<file path="config.mk">
export PLATFORM = sky130hd
export DESIGN_NAME = ptw_walker
export DESIGN_NICKNAME = d
export VERILOG_FILES = /design/src/rtl/ptw_pkg.sv /design/src/rtl/ptw_canon_check.sv /design/src/rtl/ptw_addr_gen.sv /design/src/rtl/ptw_attr_accum.sv /design/src/rtl/ptw_prot_check.sv /design/src/rtl/ptw_walker.sv
export SDC_FILE = /design/constraint.sdc
export NUM_CORES = 1
export LEC_CHECK = 0
export ABC_CLOCK_PERIOD_IN_PS = 3750
export BUFFER_PORTS_ARGS = -buffer_cell sky130_fd_sc_hd__buf_2
export CAP_MARGIN = 25
export CORE_ASPECT_RATIO = 1.4
export CORE_MARGIN = 4
export CORE_UTILIZATION = 50
export CTS_CLUSTER_DIAMETER = 120
export DETAILED_ROUTE_END_ITERATION = 6
export GPL_ROUTABILITY_DRIVEN = 1
export PLACE_DENSITY = 0.83
export SETUP_SLACK_MARGIN = 0.5
export SYNTH_ARGS = -nofsm -noshare
export SYNTH_HDL_FRONTEND = slang
export SYNTH_SLANG_ARGS = --single-unit
</file>
<file path="constraint.sdc">
create_clock -name clk -period 3.75 [get_ports clk]
set_input_delay 0.375 -clock clk [delete_from_list [all_inputs] [get_ports clk]]
set_output_delay 0.375 -clock clk [all_outputs]
set_load 0.1 [all_outputs]
</file>
<file path="src/rtl/ptw_pkg.sv">
package ptw_pkg;

   // Entry flag positions; the walker and its neighbours decode these.
   localparam int PTE_P  = 0;
   localparam int PTE_W  = 1;
   localparam int PTE_U  = 2;
   localparam int PTE_WT = 3;
   localparam int PTE_CD = 4;
   localparam int PTE_NX = 63;

   typedef enum logic [1:0] {
      FLT_NONE     = 2'd0,
      FLT_NONCANON = 2'd1,
      FLT_NOTPRES  = 2'd2,
      FLT_PROT     = 2'd3
   } flt_e;

   typedef enum logic [1:0] {
      ST_IDLE  = 2'd0,
      ST_ISSUE = 2'd1,
      ST_WAIT  = 2'd2
   } st_e;

   typedef struct packed {
      logic wr;
      logic usr;
      logic nx;
      logic wt;
      logic cd;
   } attr_t;

endpackage

</file>
<file path="src/rtl/ptw_canon_check.sv">
module ptw_canon_check #(
   parameter int VA_W    = 64,
   parameter int VA_USED = 48
) (
   input  logic [VA_W-1:0] vaddr,
   output logic            canon_ok
);

   generate
      if (VA_USED >= VA_W) begin : g_full
         assign canon_ok = 1'b1;
         logic unused_va;
         assign unused_va = ^vaddr;
      end else begin : g_ext
         localparam int HI_W = VA_W - VA_USED + 1;
         logic [HI_W-1:0] hi;
         assign hi       = vaddr[VA_W-1:VA_USED-1];
         assign canon_ok = (&hi) | ~(|hi);
         logic unused_lo;
         assign unused_lo = ^vaddr[VA_USED-2:0];
      end
   endgenerate

endmodule

</file>
<file path="src/rtl/ptw_addr_gen.sv">
module ptw_addr_gen #(
   parameter  int VA_USED     = 48,
   parameter  int PA_W        = 40,
   parameter  int LEVELS      = 4,
   parameter  int IDX_W       = 9,
   parameter  int PG_SHIFT    = 12,
   parameter  int ENTRY_BYTES = 8,
   localparam int LW          = $clog2(LEVELS),
   localparam int PFN_W       = PA_W - PG_SHIFT
) (
   input  logic [VA_USED-1:0] va,
   input  logic [LW-1:0]      lvl,
   input  logic [PFN_W-1:0]   base_pfn,
   output logic [PA_W-1:0]    addr
);

   localparam int ESH = $clog2(ENTRY_BYTES);

   logic [IDX_W-1:0]    idx [LEVELS];
   logic [PG_SHIFT-1:0] off;

   genvar g;
   generate
      for (g = 0; g < LEVELS; g++) begin : g_idx
         assign idx[g] = va[PG_SHIFT + g*IDX_W +: IDX_W];
      end
   endgenerate

   always_comb begin
      off  = PG_SHIFT'(idx[lvl]) << ESH;
      addr = {base_pfn, off};
   end

   logic unused_off;
   assign unused_off = ^va[PG_SHIFT-1:0];

endmodule

</file>
<file path="src/rtl/ptw_attr_accum.sv">
module ptw_attr_accum
   import ptw_pkg::*;
#(
   parameter int ENTRY_W = 64
) (
   input  logic               clk,
   input  logic               rst_n,
   input  logic               clear,
   input  logic               load,
   input  logic [ENTRY_W-1:0] entry,
   output attr_t              nxt
);

   logic all_wr_q;
   logic all_usr_q;
   logic any_nx_q;

   always_comb begin
      nxt.wr  = all_wr_q  & entry[PTE_W];
      nxt.usr = all_usr_q & entry[PTE_U];
      nxt.nx  = any_nx_q  | entry[PTE_NX];
      nxt.wt  = entry[PTE_WT];
      nxt.cd  = entry[PTE_CD];
   end

   always_ff @(posedge clk or negedge rst_n) begin
      if (!rst_n) begin
         all_wr_q  <= 1'b1;
         all_usr_q <= 1'b1;
         any_nx_q  <= 1'b0;
      end else if (clear) begin
         all_wr_q  <= 1'b1;
         all_usr_q <= 1'b1;
         any_nx_q  <= 1'b0;
      end else if (load) begin
         all_wr_q  <= nxt.wr;
         all_usr_q <= nxt.usr;
         any_nx_q  <= nxt.nx;
      end
   end

   logic unused_bits;
   assign unused_bits = ^{entry[ENTRY_W-2:PTE_CD+1], entry[PTE_P]};

endmodule

</file>
<file path="src/rtl/ptw_prot_check.sv">
module ptw_prot_check
   import ptw_pkg::*;
(
   input  attr_t acc,
   input  logic  want_wr,
   input  logic  want_usr,
   input  logic  want_exec,
   input  logic  nx_en,
   output logic  fault,
   output logic  nx_eff
);

   always_comb begin
      nx_eff = nx_en & acc.nx;
      fault  = (want_wr   & ~acc.wr)
             | (want_usr  & ~acc.usr)
             | (want_exec & nx_eff);
   end

   logic unused_cache;
   assign unused_cache = acc.wt ^ acc.cd;

endmodule

</file>
<file path="src/rtl/ptw_walker.sv">
module ptw_walker
   import ptw_pkg::*;
#(
   parameter  int VA_W     = 64,
   parameter  int PA_W     = 40,
   parameter  int LEVELS   = 4,
   parameter  int IDX_W    = 9,
   parameter  int PG_SHIFT = 12,
   parameter  int ENTRY_W  = 64,
   localparam int LVL_W    = $clog2(LEVELS + 1)
) (
   input  logic               clk,
   input  logic               rst_n,
   input  logic               req_valid,
   output logic               req_ready,
   input  logic [VA_W-1:0]    req_vaddr,
   input  logic               req_write,
   input  logic               req_user,
   input  logic               req_exec,
   input  logic               nx_enable,
   input  logic [PA_W-1:0]    root_base,
   output logic               mem_req_valid,
   output logic [PA_W-1:0]    mem_req_addr,
   input  logic               mem_rsp_valid,
   input  logic [ENTRY_W-1:0] mem_rsp_data,
   output logic               done_valid,
   output logic               done_fault,
   output logic [1:0]         done_cause,
   output logic [LVL_W-1:0]   done_level,
   output logic [PA_W-1:0]    done_paddr,
   output logic               done_writable,
   output logic               done_user,
   output logic               done_nx,
   output logic               done_wt,
   output logic               done_cd
);

   localparam int VA_USED     = PG_SHIFT + LEVELS * IDX_W;
   localparam int LW          = $clog2(LEVELS);
   localparam int PFN_W       = PA_W - PG_SHIFT;
   localparam int ENTRY_BYTES = ENTRY_W / 8;

   // elaboration-time parameter checks
   generate
      if (LEVELS < 2) begin : g_bad_levels
         $error("ptw_walker: LEVELS must be at least 2");
      end
      if (IDX_W + $clog2(ENTRY_BYTES) > PG_SHIFT) begin : g_bad_table
         $error("ptw_walker: a table does not fit in one page");
      end
      if (VA_USED > VA_W) begin : g_bad_va
         $error("ptw_walker: VA_W too small for the index fields");
      end
      if (ENTRY_W != 64) begin : g_bad_entry
         $error("ptw_walker: entries must be 64 bits wide");
      end
      if (PA_W <= PG_SHIFT || PA_W > ENTRY_W - 1) begin : g_bad_pa
         $error("ptw_walker: PA_W out of range");
      end
   endgenerate

   st_e                st_q;
   logic [VA_USED-1:0] va_q;
   logic [LW-1:0]      lvl_q;
   logic [PFN_W-1:0]   pfn_q;
   logic               wr_q;
   logic               usr_q;
   logic               ex_q;
   logic               nxen_q;

   logic  canon_ok;
   logic  accept;
   logic  rsp_take;
   logic  present;
   logic  acc_load;
   attr_t acc_nxt;
   logic  prot_fault;
   logic  nx_eff;

   assign req_ready     = (st_q == ST_IDLE);
   assign accept        = req_valid && req_ready;
   assign mem_req_valid = (st_q == ST_ISSUE);
   assign rsp_take      = (st_q == ST_WAIT) && mem_rsp_valid;
   assign present       = mem_rsp_data[PTE_P];
   assign acc_load      = rsp_take && present;

   ptw_canon_check #(
      .VA_W    (VA_W),
      .VA_USED (VA_USED)
   ) canon_i (
      .vaddr    (req_vaddr),
      .canon_ok (canon_ok)
   );

   ptw_addr_gen #(
      .VA_USED     (VA_USED),
      .PA_W        (PA_W),
      .LEVELS      (LEVELS),
      .IDX_W       (IDX_W),
      .PG_SHIFT    (PG_SHIFT),
      .ENTRY_BYTES (ENTRY_BYTES)
   ) addr_i (
      .va       (va_q),
      .lvl      (lvl_q),
      .base_pfn (pfn_q),
      .addr     (mem_req_addr)
   );

   ptw_attr_accum #(
      .ENTRY_W (ENTRY_W)
   ) accum_i (
      .clk   (clk),
      .rst_n (rst_n),
      .clear (accept),
      .load  (acc_load),
      .entry (mem_rsp_data),
      .nxt   (acc_nxt)
   );

   ptw_prot_check prot_i (
      .acc       (acc_nxt),
      .want_wr   (wr_q),
      .want_usr  (usr_q),
      .want_exec (ex_q),
      .nx_en     (nxen_q),
      .fault     (prot_fault),
      .nx_eff    (nx_eff)
   );

   always_ff @(posedge clk or negedge rst_n) begin
      if (!rst_n) begin
         st_q          <= ST_IDLE;
         va_q          <= '0;
         lvl_q         <= '0;
         pfn_q         <= '0;
         wr_q          <= 1'b0;
         usr_q         <= 1'b0;
         ex_q          <= 1'b0;
         nxen_q        <= 1'b0;
         done_valid    <= 1'b0;
         done_fault    <= 1'b0;
         done_cause    <= FLT_NONE;
         done_level    <= '0;
         done_paddr    <= '0;
         done_writable <= 1'b0;
         done_user     <= 1'b0;
         done_nx       <= 1'b0;
         done_wt       <= 1'b0;
         done_cd       <= 1'b0;
      end else begin
         done_valid <= 1'b0;
         case (st_q)
            ST_IDLE: begin
               if (req_valid) begin
                  va_q   <= req_vaddr[VA_USED-1:0];
                  wr_q   <= req_write;
                  usr_q  <= req_user;
                  ex_q   <= req_exec;
                  nxen_q <= nx_enable;
                  if (!canon_ok) begin
                     done_valid    <= 1'b1;
                     done_fault    <= 1'b1;
                     done_cause    <= FLT_NONCANON;
                     done_level    <= '0;
                     done_paddr    <= '0;
                     done_writable <= 1'b0;
                     done_user     <= 1'b0;
                     done_nx       <= 1'b0;
                     done_wt       <= 1'b0;
                     done_cd       <= 1'b0;
                  end else begin
                     st_q  <= ST_ISSUE;
                     lvl_q <= LW'(LEVELS - 1);
                     pfn_q <= root_base[PA_W-1:PG_SHIFT];
                  end
               end
            end
            ST_ISSUE: begin
               st_q <= ST_WAIT;
            end
            ST_WAIT: begin
               if (mem_rsp_valid) begin
                  if (!present) begin
                     st_q          <= ST_IDLE;
                     done_valid    <= 1'b1;
                     done_fault    <= 1'b1;
                     done_cause    <= FLT_NOTPRES;
                     done_level    <= LVL_W'(lvl_q) + LVL_W'(1);
                     done_paddr    <= '0;
                     done_writable <= 1'b0;
                     done_user     <= 1'b0;
                     done_nx       <= 1'b0;
                     done_wt       <= 1'b0;
                     done_cd       <= 1'b0;
                  end else if (lvl_q == '0) begin
                     st_q       <= ST_IDLE;
                     done_valid <= 1'b1;
                     if (prot_fault) begin
                        done_fault    <= 1'b1;
                        done_cause    <= FLT_PROT;
                        done_level    <= LVL_W'(1);
                        done_paddr    <= '0;
                        done_writable <= 1'b0;
                        done_user     <= 1'b0;
                        done_nx       <= 1'b0;
                        done_wt       <= 1'b0;
                        done_cd       <= 1'b0;
                     end else begin
                        done_fault    <= 1'b0;
                        done_cause    <= FLT_NONE;
                        done_level    <= '0;
                        done_paddr    <= {mem_rsp_data[PA_W-1:PG_SHIFT],
                                          va_q[PG_SHIFT-1:0]};
                        done_writable <= acc_nxt.wr;
                        done_user     <= acc_nxt.usr;
                        done_nx       <= nx_eff;
                        done_wt       <= acc_nxt.wt;
                        done_cd       <= acc_nxt.cd;
                     end
                  end else begin
                     st_q  <= ST_ISSUE;
                     pfn_q <= mem_rsp_data[PA_W-1:PG_SHIFT];
                     lvl_q <= lvl_q - LW'(1);
                  end
               end
            end
            default: st_q <= ST_IDLE;
         endcase
      end
   end

   logic unused_in;
   assign unused_in = ^{root_base[PG_SHIFT-1:0], mem_rsp_data[ENTRY_W-2:PA_W],
                        mem_rsp_data[PG_SHIFT-1:0]};

endmodule

</file>
==> impl_summary.md, run 1 <==
Routing
The detail route stage leaves a number of antenna-violating nets equal to 0. After detailed routing, the average wire length per cell comes to 16.2 µm. The count of unresolved DRC violations after routing is 0.

The first detailed-routing pass ran for 4 iterations. The final wirelength is 16.2 mm. The first routing iteration left 194 violations.

For this block, the via count after detailed routing is 5351. After detailed routing, the number of vias per cell comes to 5.36.

GRT
Entering global routing, the biggest net connects 71 pins. Across every metal layer, demand over resource in global routing totals 0.231. The initial antenna violation count is 1. Global routing finished with a remaining overflow of 0. The wire length of the first global-routing pass is 26.3 mm. The number of global-route vias before repair was 5429.

Timing
In the final timing run, aggregate negative setup slack is 0 ns. After layout, the minimum clock period comes to 2.51 ns. The total setup violations reported at the end of the flow is 0. The worst clock skew is 0.0140 ns.

The worst pin sits at a relative slew slack of 0.512. The top achievable clock speed is 399 MHz. Setup repair after global routing left no endpoint under its margin. The number of pins exceeding their max-slew limit in the final report came to 0. For the pin with the worst max-slew slack, the measured transition is 0.733 ns. Dividing the final minimum period by the clock period gives 0.669. The hold violation count in the final report was 0.

Place
The placed cell count is 967. In this run the tool buffered the top-level ports with 224 buffer cells. Routability-driven placement finished with a final weighted congestion of 0.824. Detailed placement ended at an HPWL of 11.4 mm.

Setup path
The endpoint identified for the worst register-to-register timing path is done_paddr[39]. The arrival time of data at the critical path endpoint is 2.81 ns. The worst setup path is captured at a flip-flop. The biggest fanout along the worst timing path is 45. The capturing element of the worst setup path is done_paddr[39]. The launch point of the critical path is lvl_q[1].

The startpoint-to-endpoint class of the critical path is flip-flop to flip-flop. The worst setup path is launched from a flip-flop. The worst reg-to-reg setup slack is 1.24 ns.

The depth of the worst register-to-register path is 8. The reg-to-reg startpoint is lvl_q[1]. The worst path required time is 4.05 ns.

Floorplanning
The total area inside the core boundary comes to 0.0124 mm². The width of the chip is 103 µm. The initial standard-cell utilization of the core is 0.510. The vertical die dimension is 141 µm.

The floorplan die area is 0.0145 mm². 270 I/O pins were placed. The row count is 48.

Worst hold path
The worst min-delay path class is input pin to flip-flop.

Synthesis
The share of synthesized registers carrying an async set or reset is 1.00. The count of different cell masters after synthesis is 40. Averaged over all synthesized cells, the footprint is 10.1 µm².

Summed over all instances, the cell type with the most area after synthesis is sky130_fd_sc_hd__dfrtp_1. The commonest cells after synthesis are 253 x sky130_fd_sc_hd__nand2_1, 137 x sky130_fd_sc_hd__dfrtp_1, 51 x sky130_fd_sc_hd__a21o_1. The number of enable-type register cells in the synthesized netlist is 0. The cell count after synthesis came out at 622. Yosys attributes the largest share of cell area to sky130_fd_sc_hd__dfrtp_1 54%, sky130_fd_sc_hd__nand2_1 15%, sky130_fd_sc_hd__a21o_1 6.1%.

In this run, synthesis produced a sequential element count of 139. The part of the Yosys area used for sequential elements is 0.552. The most used flip-flop cell after synthesis is sky130_fd_sc_hd__dfrtp_1. The total number of yosys warnings is 0. sky130_fd_sc_hd__nand2_1 is the most common cell in the netlist. The post-synthesis cell area is 0.00631 mm². The fraction of post-synthesis cell area in the top cell type by area is 0.543.

Power
The worst supply voltage drop on vdd is 0.543 mV. The power density over the cells is 785 mW/mm². The static power due to leakage is 4.86 nW.

CTS
The number of H-tree levels is 4. The root buffer cell chosen for the clock tree is sky130_fd_sc_hd__clkbuf_16. The number of gates resized after CTS was 0. The CTS tree is done. Clock-pin slew was measured on the worst setup and hold paths at 0.06 ns. The clock drives 139 sinks.

TritonCTS created 17 clock buffers. At the later pin of the worst-skew pair, clock insertion delay measures 0.42 ns. The longest clock path from root to sink contains 2 buffers.

Finish
The net count of the finished layout is 1016. The number of fill cells is 993. The non-filler instance count after layout is 999. The area growth from synthesis to layout is 29.9%. The number of diodes added for antenna fixing is 0. The layout cell share with drive strength beyond 1 is 0.366.

Run status
The flow ran to the end, and the final reports show no timing, DRC or antenna violations.

Run
The tool flagged a number of max-cap violations equal to 0.
layout make-up:
type	count	area [µm²]	share of cell area
sequential	139	3480	0.425
tap	150	188	0.0229
clock inverter	11	144	0.0176
timing repair buffer	238	1290	0.158
inverter	5	18.8	0.00229
multi-input combinational	437	2620	0.320
clock buffer	19	453	0.0553
cell families after synthesis:
logic type	Yosys count	synth area share
other	1	0.000594
adder cells (fa/ha/maj)	2	0.00397
buffers and inverters	48	0.0365
AO/OA/AOI/OAI	113	0.146
AND/OR/NAND/NOR	281	0.177
multiplexers	38	0.0837
flip-flops	139	0.552
worst max-delay path, cell delays in order (launching register included):
cell and delay (ns):
sky130_fd_sc_hd__dfrtp_1 0.73, sky130_fd_sc_hd__inv_1 0.11, sky130_fd_sc_hd__ha_1 0.21, sky130_fd_sc_hd__nand2b_1 0.15
sky130_fd_sc_hd__and3_1 0.24, sky130_fd_sc_hd__and4_1 0.20, sky130_fd_sc_hd__buf_4 0.26, sky130_fd_sc_hd__a32o_1 0.33
sky130_fd_sc_hd__a21o_1 0.14
layout by cell type, fill, tap and decap left out, types with 6 or more instances in the layout:
master / synthesis / layout
sky130_fd_sc_hd__mux2_2: 26 / 26
sky130_fd_sc_hd__a22o_1: 42 / 42
sky130_fd_sc_hd__buf_4: 4 / 9
sky130_fd_sc_hd__dfrtp_1: 137 / 136
sky130_fd_sc_hd__nand4_1: 6 / 6
sky130_fd_sc_hd__nand2_1: 253 / 252
sky130_fd_sc_hd__clkbuf_16: 0 / 17
sky130_fd_sc_hd__a21o_1: 51 / 51
sky130_fd_sc_hd__buf_2: 10 / 223
sky130_fd_sc_hd__mux4_2: 9 / 9
power breakdown:
| group | total, mW | internal, mW | switching [mW] |
|---|---|---|---|
| logic | 2.79 | 0.564 | 2.22 |
| registers | 1.95 | 1.78 | 0.169 |
| clock network | 1.71 | 1.07 | 0.633 |
worst min path at each step:
stage	start	end	slack, ns	depth (start not counted)
after global routing	req_vaddr[31]	va_q[31]	0.14	3
final	req_vaddr[9]	va_q[9]	0.14	3
after CTS	req_vaddr[9]	va_q[9]	0.13	3
after global placement	va_q[31]	va_q[31]	0.45	2
after detailed placement	rst_n	pfn_q[24]	0.35	1
after floorplan	rst_n	accum_i.any_nx_q	0.08	0
layer usage:
metal  track usage  share of wire  up-vias
met5             0        0.00080        -
met4        0.0900          0.025        2
met3        0.0663          0.088       32
met2         0.381           0.49      233
met1         0.284           0.39     2548
li1              -              -     2536
through the flow:
step	util	hold slack, ns	instance area [µm²]	setup slack, ns	total power [mW]
4_1_cts	0.661	0.132	8180	1.22	6.48
3_5_place_dp	0.612	0.353	7570	1.22	4.76
6_report	0.663	0.143	8200	1.24	6.44
5_1_grt	0.663	0.141	8200	1.07	6.70
3_3_place_gp	0.610	0.452	7540	1.22	4.71
2_1_floorplan	-	0.0794	6320	0.819	4.22
timing repair:
action	CTS	global route
endpoints found under the hold margin	50	0
buffers inserted	0	0
hold buffers	1	0
registers in the layout (all words and copies together), names as in the netlist, 2 cells and up:
| name | count |
|---|---|
| done_paddr | 40 |
| done_cause | 2 |
| done_level | 3 |
| st_q | 2 |
| pfn_q | 28 |
| lvl_q | 2 |
| va_q | 48 |
No activity file was read; power rests on OpenSTA's default activity.
==> run 2, diff against run 1 <==
ABC_CLOCK_PERIOD_IN_PS = 2100   (was 3750)
CORE_UTILIZATION = 43   (was 50)
PLACE_DENSITY = 0.76   (was 0.83)
clock period = 2.1 ns   (was 3.75 ns; I/O delays follow)
==> impl_summary.md, run 2 (synthesized netlist as in run 1, its figures left out) <==
Place
At the end of routability-driven placement, the weighted congestion stood at 0.801. The worst-case setup slack after placement is -0.101 ns. The half-perimeter wire length after detailed placement is 12.5 mm.

The placed cell count is 1016. The count of buffers from port buffering is 224.

Finish
Once layout is complete, the cells apart from fillers number 1132. The register with the most flip-flops in the layout has 48 of them. The most frequent standard cell in the layout excluding fill and tap cells is sky130_fd_sc_hd__nand2_1.

The register bank with the most flops is va_q. The final net count is 1106. In the final layout, the registers with the most flip-flops are va_q x48, done_paddr x40, pfn_q x28. Leaving out fill and tap cells, the most frequent cells in the layout are 242 x sky130_fd_sc_hd__nand2_1, 210 x sky130_fd_sc_hd__buf_2, 134 x sky130_fd_sc_hd__dfrtp_1. In the final layout, the share of cells above drive strength 1 is 0.414.

At the end of the flow the core is filled with cells to 0.682. The area growth from synthesis to layout is 56.1%.

Setup path
Data on the critical path arrives at its endpoint at 2.23 ns. The critical path ends at pfn_q[22]. The biggest fanout along the worst timing path is 5. The end of the worst register-to-register path is pfn_q[22]. The worst setup path is captured at a flip-flop.

Traced cell by cell, the critical path runs through inv_4 -> ha_4 -> nand4b_1 -> a21o_1 -> a31oi_4 -> buf_6 -> clkbuf_16 -> mux2_4. The worst reg-to-reg setup slack is 0.16 ns. The startpoint-to-endpoint class of the critical path is flip-flop to flip-flop. The gate family responsible for the most delay along the worst path is compound AO/OA/AOI/OAI gates. The reg-to-reg startpoint is lvl_q[0]. The launch point of the critical path is lvl_q[0]. Counting cells, the worst reg-to-reg path comes to 8. The critical path depth is 8. The critical path contains buffers and inverters numbering 3 combined. The largest stage delay on the critical path is 0.41 ns. STA classifies the critical path startpoint as a flip-flop. The highest-delay cell along the critical path is sky130_fd_sc_hd__dfrtp_2.

For the worst setup path, the data required time is 2.39 ns.

Routing
The violation count after the first detailed-routing iteration is 390. The first TritonRoute pass finished after 5 iterations. After detailed routing, the average wire length per cell comes to 18.9 µm. In the routed design, unresolved DRC markers number 0. Summed over all layers, the routed wires come to 21.4 mm. After detailed routing, the number of vias per cell comes to 5.33. The number of nets with antenna violations after detailed routing is 0.

The total via count in the routed design is 6031.

Timing
Setup repair after global routing could not meet its margin everywhere. The worst path setup slack after routing is 0.160 ns. The worst path needs 1.94 ns of the cycle, external delays included. Based on the critical path, the design can be clocked at up to 515 MHz. The worst-margin pin slew is 0.544 ns. The worst clock skew is 0.0183 ns.

Headroom to the max-slew limit came out at 0.640. In the final timing run, aggregate negative setup slack is 0 ns. The number of pins exceeding their max-slew limit in the final report is 0. Setup violations remaining at the end of the flow were counted as 0.

The hold violation count in the final report is 0. In the finished design, the share of the clock period the worst path needs comes to 0.924. The final-layout worst hold slack is 0.00580 ns.

Power
The share of total power dissipated in sequential elements is 0.280. Of the total power, the share spent switching nets is 0.465. The cell internal power dissipation is 6.68 mW. The static power due to leakage is 5.53 nW.

In this run the power density over the cells is 1270 mW/mm². The share of total power in combinational logic is 0.475. VDD sags by at most 0.967 mV. The net load switching power is 5.79 mW. The part of the total power dissipated in the clock network is 0.245.

GRT
The initial antenna violation count is 2. The number of global-route vias before repair is 6150. The pin count of the biggest net entering global routing is 47. The total overflow left after global routing is 0. The first global-routing pass estimated 31.4 mm of wire. In the global route stage, overall resource usage came out at 0.247.

Run status
The run finished with clean final reports.

CTS
At the later pin of the worst-skew pair, clock insertion delay measures 0.42 ns. In this run the deepest clock path goes through 2 buffers. The number of buffers created by CTS is 17. The cell at the root of the clock tree is sky130_fd_sc_hd__clkbuf_16. The CTS tree is done. After clock tree synthesis, the clock-pin slew on the worst setup and hold paths is 0.06 ns. The H-tree was split into 4 levels. The number of sinks driven by the clock tree is 139.

Floorplanning
The width of the chip is 110 µm. From bottom edge to top edge, the die measures 151 µm. For this configuration, the core starts out at a cell density of 0.437. The floorplan has 52 rows. The die covers 0.0167 mm². The core box area is 0.0144 mm².

The I/O pin total is 270.

Run
The tool flagged a number of max-cap violations equal to 0.

Worst hold path
The worst min-delay path class is input pin to flip-flop.
run 2: how the worst min path moves through the flow:
stage,cells past startpoint,to,slack (ns),from
6_report,3,va_q[4],0.006,req_vaddr[4]
5_1_grt,3,va_q[17],0.0006,req_vaddr[17]
4_1_cts,3,va_q[17],0.001,req_vaddr[17]
3_5_place_dp,1,done_paddr[12],0.17,rst_n
3_3_place_gp,1,done_paddr[14],0.17,rst_n
2_1_floorplan,0,accum_i.any_nx_q,-0.09,rst_n
run 2: cell type report:
| cell class | count | area (µm²) |
|---|---|---|
| clock inverters | 14 | 161 |
| repair buffers | 328 | 2660 |
| clock buffers | 18 | 439 |
| diodes | 2 | 5.00 |
| flip-flops and latches | 139 | 3480 |
| inverters | 5 | 21.3 |
| well taps | 189 | 236 |
| multi-input cells | 437 | 2840 |
| fillers | 1118 | 4600 |
run 2: power by group through the flow:
stage / logic [mW] / clock network, mW / registers, mW
global placement: 5.23 / 0 / 3.49
detailed placement: 5.28 / 0 / 3.51
global route: 6.16 / 3.23 / 3.54
CTS: 5.80 / 3.11 / 3.47
floorplan: 2.33 / 0 / 5.52
finish: 5.92 / 3.06 / 3.49
run 2: worst register-to-register path, delay by kind of cell (launching register included):
family | cells | cell delay, ns
muxes | 1 | 0.30
and+or+nand+nor | 1 | 0.18
DFF | 1 | 0.41
AOI/OAI and AO/OA | 2 | 0.42
buffers and inverters | 3 | 0.37
adders and majority gates | 1 | 0.15
run 2: per-stage QoR:
step	power, mW	cell area [µm²]
2_1_floorplan	7.84	6630
3_3_place_gp	8.73	7900
3_5_place_dp	8.79	7900
4_1_cts	12.4	9620
5_1_grt	12.9	9850
6_report	12.5	9850
run 2: timing repair:
action                                  in CTS  in global routing
endpoints found under the setup margin      91                 95
buffers inserted                            18                  5
cloned                                      11                  4
hold buffers                                44                  0
gates resized for setup                     58                 17
pin swaps                                    6                  6
hold endpoints to repair                    85                  0
run 2: routing by layer:
layer	vias up	wire [µm]	GRT usage
met3	46	1830	0.0584
li1	2734	-	-
met1	2934	7990	0.295
met4	0	640	0.118
met5	-	0	0
met2	317	10900	0.417
